## config.mk

```make
export PLATFORM = sky130hd
export DESIGN_NAME = deskew_line
export DESIGN_NICKNAME = d
export VERILOG_FILES = /design/src/rtl/deskew_pkg.sv /design/src/rtl/dsk_rise_cell.sv /design/src/rtl/dsk_pipe.sv /design/src/rtl/deskew_line.sv
export SDC_FILE = /design/constraint.sdc
export NUM_CORES = 1
export LEC_CHECK = 0
export ABC_AREA = 0
export ABC_CLOCK_PERIOD_IN_PS = 800
export BUFFER_PORTS_ARGS = -buffer_cell sky130_fd_sc_hd__buf_4
export CAP_MARGIN = 20
export CORE_MARGIN = 2
export CORE_UTILIZATION = 50
export DETAILED_ROUTE_END_ITERATION = 16
export GPL_TIMING_DRIVEN = 0
export PLACE_DENSITY = 0.79
export SYNTH_ARGS = -nofsm -noshare
export SYNTH_HDL_FRONTEND = slang
export SYNTH_HIERARCHICAL = 1
export SYNTH_SLANG_ARGS = --single-unit
```

## constraint.sdc

```tcl
create_clock -name clk -period 0.8 [get_ports clk]
set_input_delay 0.04 -clock clk [delete_from_list [all_inputs] [get_ports clk]]
set_output_delay 0.04 -clock clk [all_outputs]
set_load 0.01 [all_outputs]
```

## src/rtl/deskew_pkg.sv

```systemverilog
// Shared definitions for the deskew delay unit.
// Assumes: nothing beyond IEEE 1800-2017.
package deskew_pkg;

    // Selects which edges of a line are held back.
    typedef enum logic {
        DSK_BOTH_EDGE = 1'b0,
        DSK_RISE_ONLY = 1'b1
    } dsk_mode_e;

    // Whole-cycle delay from a nanosecond figure, rounded up, never below one.
    function automatic int unsigned dsk_cycles(input int unsigned ns, input int unsigned period_ns);
        int unsigned c;
        c = (ns + period_ns - 1) / period_ns;
        return (c < 1) ? 1 : c;
    endfunction

endpackage

```

## src/rtl/dsk_rise_cell.sv

```systemverilog
// One-bit lead-edge delay: the output rises after the input has been high
// for DELAY_CYC consecutive sampled edges and falls as soon as the input falls.
// Assumes: DELAY_CYC >= 1; en low or din low cancels any pending rise.
module dsk_rise_cell #(
    parameter int unsigned DELAY_CYC = 1
) (
    input  logic clk,
    input  logic rst_n,
    input  logic en,
    input  logic din,
    output logic dout
);
    localparam int unsigned CW = $clog2(DELAY_CYC + 1);
    localparam logic [CW-1:0] LAST = CW'(DELAY_CYC - 1);

    logic [CW-1:0] cnt;
    logic          armed;

    // Count consecutive high samples; arm once the delay has elapsed.
    always_ff @(posedge clk) begin
        if (!rst_n) begin
            cnt   <= '0;
            armed <= 1'b0;
        end else if (!en || !din) begin
            cnt   <= '0;
            armed <= 1'b0;
        end else if (!armed) begin
            if (cnt == LAST) armed <= 1'b1;
            else             cnt   <= cnt + 1'b1;
        end
    end

    // Negation is combinational so the falling edge passes without delay.
    assign dout = en & din & armed;

    AST_DROP_CANCELS: assert property (@(posedge clk) disable iff (!rst_n)
        (!en || !din) |=> (!armed && cnt == '0));
    AST_ARM_AFTER_FULL_RUN: assert property (@(posedge clk) disable iff (!rst_n)
        $rose(armed) |-> $past(en && din && cnt == LAST));
    AST_COUNT_BOUND: assert property (@(posedge clk) disable iff (!rst_n)
        cnt <= LAST);

endmodule

```

## src/rtl/dsk_pipe.sv

```systemverilog
// Symmetric delay: a WIDTH-wide shift register DEPTH stages long.
// Assumes: DEPTH >= 1; en low on an edge empties every stage.
module dsk_pipe #(
    parameter int unsigned WIDTH = 8,
    parameter int unsigned DEPTH = 1
) (
    input  logic             clk,
    input  logic             rst_n,
    input  logic             en,
    input  logic [WIDTH-1:0] din,
    output logic [WIDTH-1:0] tail
);
    logic [WIDTH-1:0] stg [DEPTH];

    // Shift the input one stage per cycle, or flush on reset or disable.
    always_ff @(posedge clk) begin
        if (!rst_n || !en) begin
            for (int i = 0; i < int'(DEPTH); i++) stg[i] <= '0;
        end else begin
            stg[0] <= din;
            for (int i = 1; i < int'(DEPTH); i++) stg[i] <= stg[i-1];
        end
    end

    assign tail = stg[DEPTH-1];

    AST_FLUSH_ON_DISABLE: assert property (@(posedge clk) disable iff (!rst_n)
        !en |=> (tail == '0 && stg[0] == '0));
    AST_ENTRY_STAGE: assert property (@(posedge clk) disable iff (!rst_n)
        en |=> stg[0] == $past(din));

endmodule

```

## src/rtl/deskew_line.sv

```systemverilog
// Top of the deskew delay unit: converts the nanosecond delay to cycles,
// picks the symmetric or lead-edge variant, and gates the result with en.
// Assumes: CLK_PERIOD_NS >= 1; rst_n is synchronous to clk.
module deskew_line
    import deskew_pkg::*;
#(
    parameter int unsigned WIDTH         = 8,
    parameter int unsigned CLK_PERIOD_NS = 10,
    parameter int unsigned DELAY_NS      = 75,
    parameter dsk_mode_e   MODE          = DSK_BOTH_EDGE
) (
    input  logic             clk,
    input  logic             rst_n,
    input  logic             en,
    input  logic [WIDTH-1:0] din,
    output logic [WIDTH-1:0] dout
);
    localparam int unsigned DELAY_CYC = dsk_cycles(DELAY_NS, CLK_PERIOD_NS);

    logic [WIDTH-1:0] raw;

    // Variant selection: one counter cell per bit, or one shared shift register.
    generate
        if (MODE == DSK_RISE_ONLY) begin : g_rise
            for (genvar b = 0; b < int'(WIDTH); b++) begin : g_bit
                dsk_rise_cell #(.DELAY_CYC(DELAY_CYC)) u_cell (
                    .clk  (clk),
                    .rst_n(rst_n),
                    .en   (en),
                    .din  (din[b]),
                    .dout (raw[b])
                );
            end
        end else begin : g_both
            dsk_pipe #(.WIDTH(WIDTH), .DEPTH(DELAY_CYC)) u_pipe (
                .clk  (clk),
                .rst_n(rst_n),
                .en   (en),
                .din  (din),
                .tail (raw)
            );
        end
    endgenerate

    // Output gate for the direction controller.
    assign dout = en ? raw : '0;

    AST_QUIET_AFTER_RESET: assert property (@(posedge clk) disable iff (!rst_n)
        $rose(rst_n) |-> dout == '0);

endmodule

```

# Word-level counts from Yosys, hierarchy flattened
# Memory sizes are Yosys's and may differ from the RTL's.
# Index checks and enable logic that the tools add are counted.
# word_totals
mem_count	1
reg_bits	0
mem_bits_rw	64
# mem_list
memory	depth	width	read_ports	rd_ports_with_merged_regs	wr	line_no	rtl
g_both.u_pipe.stg	8	8	8	0	8	dsk_pipe.sv:13	logic [WIDTH-1:0] stg [DEPTH];
# op_classes
reduce_logical	3
n_bitwise	8
muxes	12
# ops
operator	count
$mux 8	9
$or 1x1->1	8
$mux 1	3
$logic_not 1->1	2
$logic_or 1x1->1	1

# Logic depth before layout (Yosys ltp)
# logic_depth
word_depth	5
ltp_mapped	3
depth_no_buf	1

# Cells and area by module
# The synthesis kept the hierarchy.
# modules_own_cells
mod	cells_per_inst	instances	area_per_inst_um2
dsk_pipe	141	1	1791.7
deskew_line	8	1	50.0

# Worst setup path before layout
# OpenSTA, ideal clock, no wires.
# synth_path
path_type	input-to-reg
start	input en
end	memory g_both.u_pipe.stg[6][0]
setup_slack_ps	218
setup_time_ps	116
path_stages	3
t_arrival_ps	466
required_ps	684
cell_sequence	buf_6 -> clkbuf_2 -> and3_2
# synth_rtl
element	line_no	rtl
from (decl)	deskew_line.sv:14	input logic en,
to (decl)	dsk_pipe.sv:13	

==> results.json <==
{
  "outcome": "complete, but fails checks",
  "violations": "setup timing",
  "crit_fanout": 1,
  "drive_gt1_share_pct": 45.5,
  "power.leakage_nw": 1.22,
  "largest_register_ffs": 64,
  "synth_nets": 160,
  "synth_flop_cell": "dfxtp_1",
  "ff2ff_setup_slack_ps": 180,
  "synth_cell_type_count": 7,
  "internal_power_mw": 5.13,
  "post-route-period-util_pct": 115,
  "io_buffers": 18,
  "avgRoutedWirePerCell_um": 11.1,
  "slew_viol_final": 0,
  "holdCritPathClass": "in2reg",
  "rsz0062_at_grt": "yes",
  "reg2reg_depth": 1,
  "p_clk_share_pct": 46.5,
  "track_usage_pct": 15.3,
  "worst_slew_pin_slew_ps": 144,
  "hold_end": "g_both.u_pipe/stg[0][3]$_SDFF_PP0_",
  "finalPower_mw": 6.37,
  "crit_buf_inv": 1,
  "r2r_start": "g_both.u_pipe/stg[0][6]$_SDFF_PP0_",
  "regMostFlops": "g_both.u_pipe/stg",
  "p_per_area_nw_per_um2": 2670,
  "crit_chain": "and2_4, buf_6",
  "fmax_mhz": 1080,
  "syn_inst": 149,
  "crit_type": "reg2out",
  "max_stage_delay_ps": 300,
  "slowest_stage": "dfxtp_1",
  "cts_tree": "built",
  "n_antenna_cell": 0,
  "cts_buffer_depth": 2,
  "grt_pass1_wl_um": 4560,
  "synth_warnings": 6,
  "switchingPower_mw": 1.24,
  "finalSetupTns_ps": -823,
  "skew_ps": 3.65,
  "hold_viol": 0,
  "grt_pass1_vias": 1129,
  "io_pins": 19,
  "clk_pin_slew_worst_paths_ps": 70,
  "dr.pass1.iters": 4,
  "cpLargestDelayFamily": "flip-flops",
  "synth_area_leaders": "dfxtp_1, and3_2, and3_1",
  "dieWidth_um": 64.7,
  "cts_buffers": 9,
  "area.sequential_um2": 1280,
  "switching_share_pct": 19.4,
  "final_nets": 197,
  "syn_area_um2": 1840,
  "synth_edf_count": 0,
  "fin_ws_ps": -123,
  "async_reset_ff_share_pct": 0,
  "h-tree-depth": 3,
  "cts-root-buf": "clkbuf_8",
  "yosys.cell_count.top_type": "dfxtp_1",
  "grt_start_max_net_pins": 12,
  "core_um2": 3610,
  "synth_top_area_share_pct": 69.6,
  "overflow": 0,
  "fp.dieH_um": 64.7,
  "cap_violations": 0,
  "yosys-top-cells-count": "dfxtp_1, and3_1, and3_2",
  "num_vias": 1140,
  "avgSynthCellArea_um2": 12.4,
  "pwr-share-seq_pct": 50.5,
  "start_util_pct": 51.1,
  "peakVddDrop_uv": 1670,
  "period_needed_ps": 923,
  "reg.largest.list": "g_both.u_pipe/stg x64",
  "critPathRequiredTime_ps": 760,
  "drt_iter0_markers": 31,
  "fillCellCount": 271,
  "pwr-share-comb_pct": 3.0,
  "multiInputGateArea_um2": 509,
  "r2r_end": "g_both.u_pipe/stg[1][6]$_SDFF_PP0_",
  "wl_um": 2650,
  "antenna_found_initial": 0,
  "end_kind": "primary output",
  "min_path_cells": 2,
  "globalplace.congestion": 0.648,
  "insertion_delay_ps": 330,
  "slew_headroom_pct": 90.4,
  "cp-start-kind": "flip-flop",
  "synth-seq-cells": 64,
  "viasPerCell": 4.77,
  "ys_seq_area_share_pct": 69.6,
  "drtAntennaViolNets": 0,
  "rows": 22,
  "post-dp-hpwl_um": 1740,
  "syn_to_final_growth_pct": 29.7,
  "cts.sinks": 64,
  "worstHoldStart": "rst_n",
  "synth_top_cell_by_area": "dfxtp_1",
  "dieArea_um2": 4180,
  "cp.arrival_ps": 880,
  "finalSetupViolations": 8,
  "drc": 0
}
per-stage QoR:
step | area (µm²) | util [%] | setup WS, ps | hold WS [ps] | std cells
6_report | 2390 | 66.2 | -123 | 36.8 | 239
4_1_cts | 2390 | 66.2 | -140 | 21.4 | 239
2_1_floorplan | 1840 | - | 218 | 199 | 149
3_5_place_dp | 2040 | 56.5 | -9.58 | 292 | 215
5_1_grt | 2390 | 66.2 | -173 | 32.1 | 239
3_3_place_gp | 2040 | 56.5 | 10.8 | 283 | 215
timing repair:
item / CTS / global route
endpoints found under the hold margin: 8 / 0
resized for setup: 16 / 1
buffers inserted: 0 / 0
setup endpoints to repair: 8 / 8
pin swaps: 7 / 0
hold buffers: 8 / 0
area by class of cell:
class / instances / share of cell area, %
tap: 48 / 2.51
clock inverter: 6 / 3.46
timing repair buffer: 26 / 10.3
clock buffer: 10 / 5.76
multi-input combinational: 72 / 21.3
buffer: 13 / 2.99
sequential: 64 / 53.7
cells in the final DEF (no fill, tap or decap):
master / n
dfxtp_2: 1
buf_6: 9
and3_2: 31
buf_4: 10
dlygate4sd3_1: 8
clkbuf_2: 6
clkinvlp_4: 1
bufinv_16: 2
clkbuf_8: 10
and3_1: 33
clkinv_2: 3
buf_2: 6
dfxtp_1: 63
and2_4: 8
kinds of logic (layout without fill, tap and decap cells):
family	after synthesis	in the layout	share of synthesized area [%]
buffers and inverters	13	55	3.87
flip-flops	64	64	69.6
AND/OR/NAND/NOR	72	72	26.6
worst max path at each step:
stage,cells after the start,slack (ps),endpoint,from
after floorplan,3,220,g_both.u_pipe/stg[6][0]$_SDFF_PP0_,en
after global placement,4,10,g_both.u_pipe/stg[2][3]$_SDFF_PP0_,en
after detailed placement,4,-10,g_both.u_pipe/stg[2][0]$_SDFF_PP0_,en
after CTS,2,-140,dout[3],g_both.u_pipe/stg[7][3]$_SDFF_PP0_
after global routing,2,-170,dout[3],g_both.u_pipe/stg[7][3]$_SDFF_PP0_
final,2,-120,dout[3],g_both.u_pipe/stg[7][3]$_SDFF_PP0_
power by group through the flow:
stage	Sequential [mW]	Clock (mW)	Combinational, mW
after floorplan	3.29	0	0.0886
after global placement	3.29	0	0.153
after detailed placement	3.29	0	0.160
after CTS	3.22	3.04	0.193
after global routing	3.22	3.23	0.214
final	3.22	2.96	0.191
metal layers:
layer | part of all wire (%) | routed length (µm) | vias to the layer above | GRT usage [%]
met5 | 0 | 0 | - | 0
met4 | 1.7 | 45 | 0 | 7.98
met3 | 4.9 | 131 | 6 | 8.85
met2 | 54 | 1430 | 30 | 27.0
met1 | 39 | 1050 | 526 | 13.6
li1 | - | - | 578 | -
Note: power is estimated with default switching activity, not from simulation.
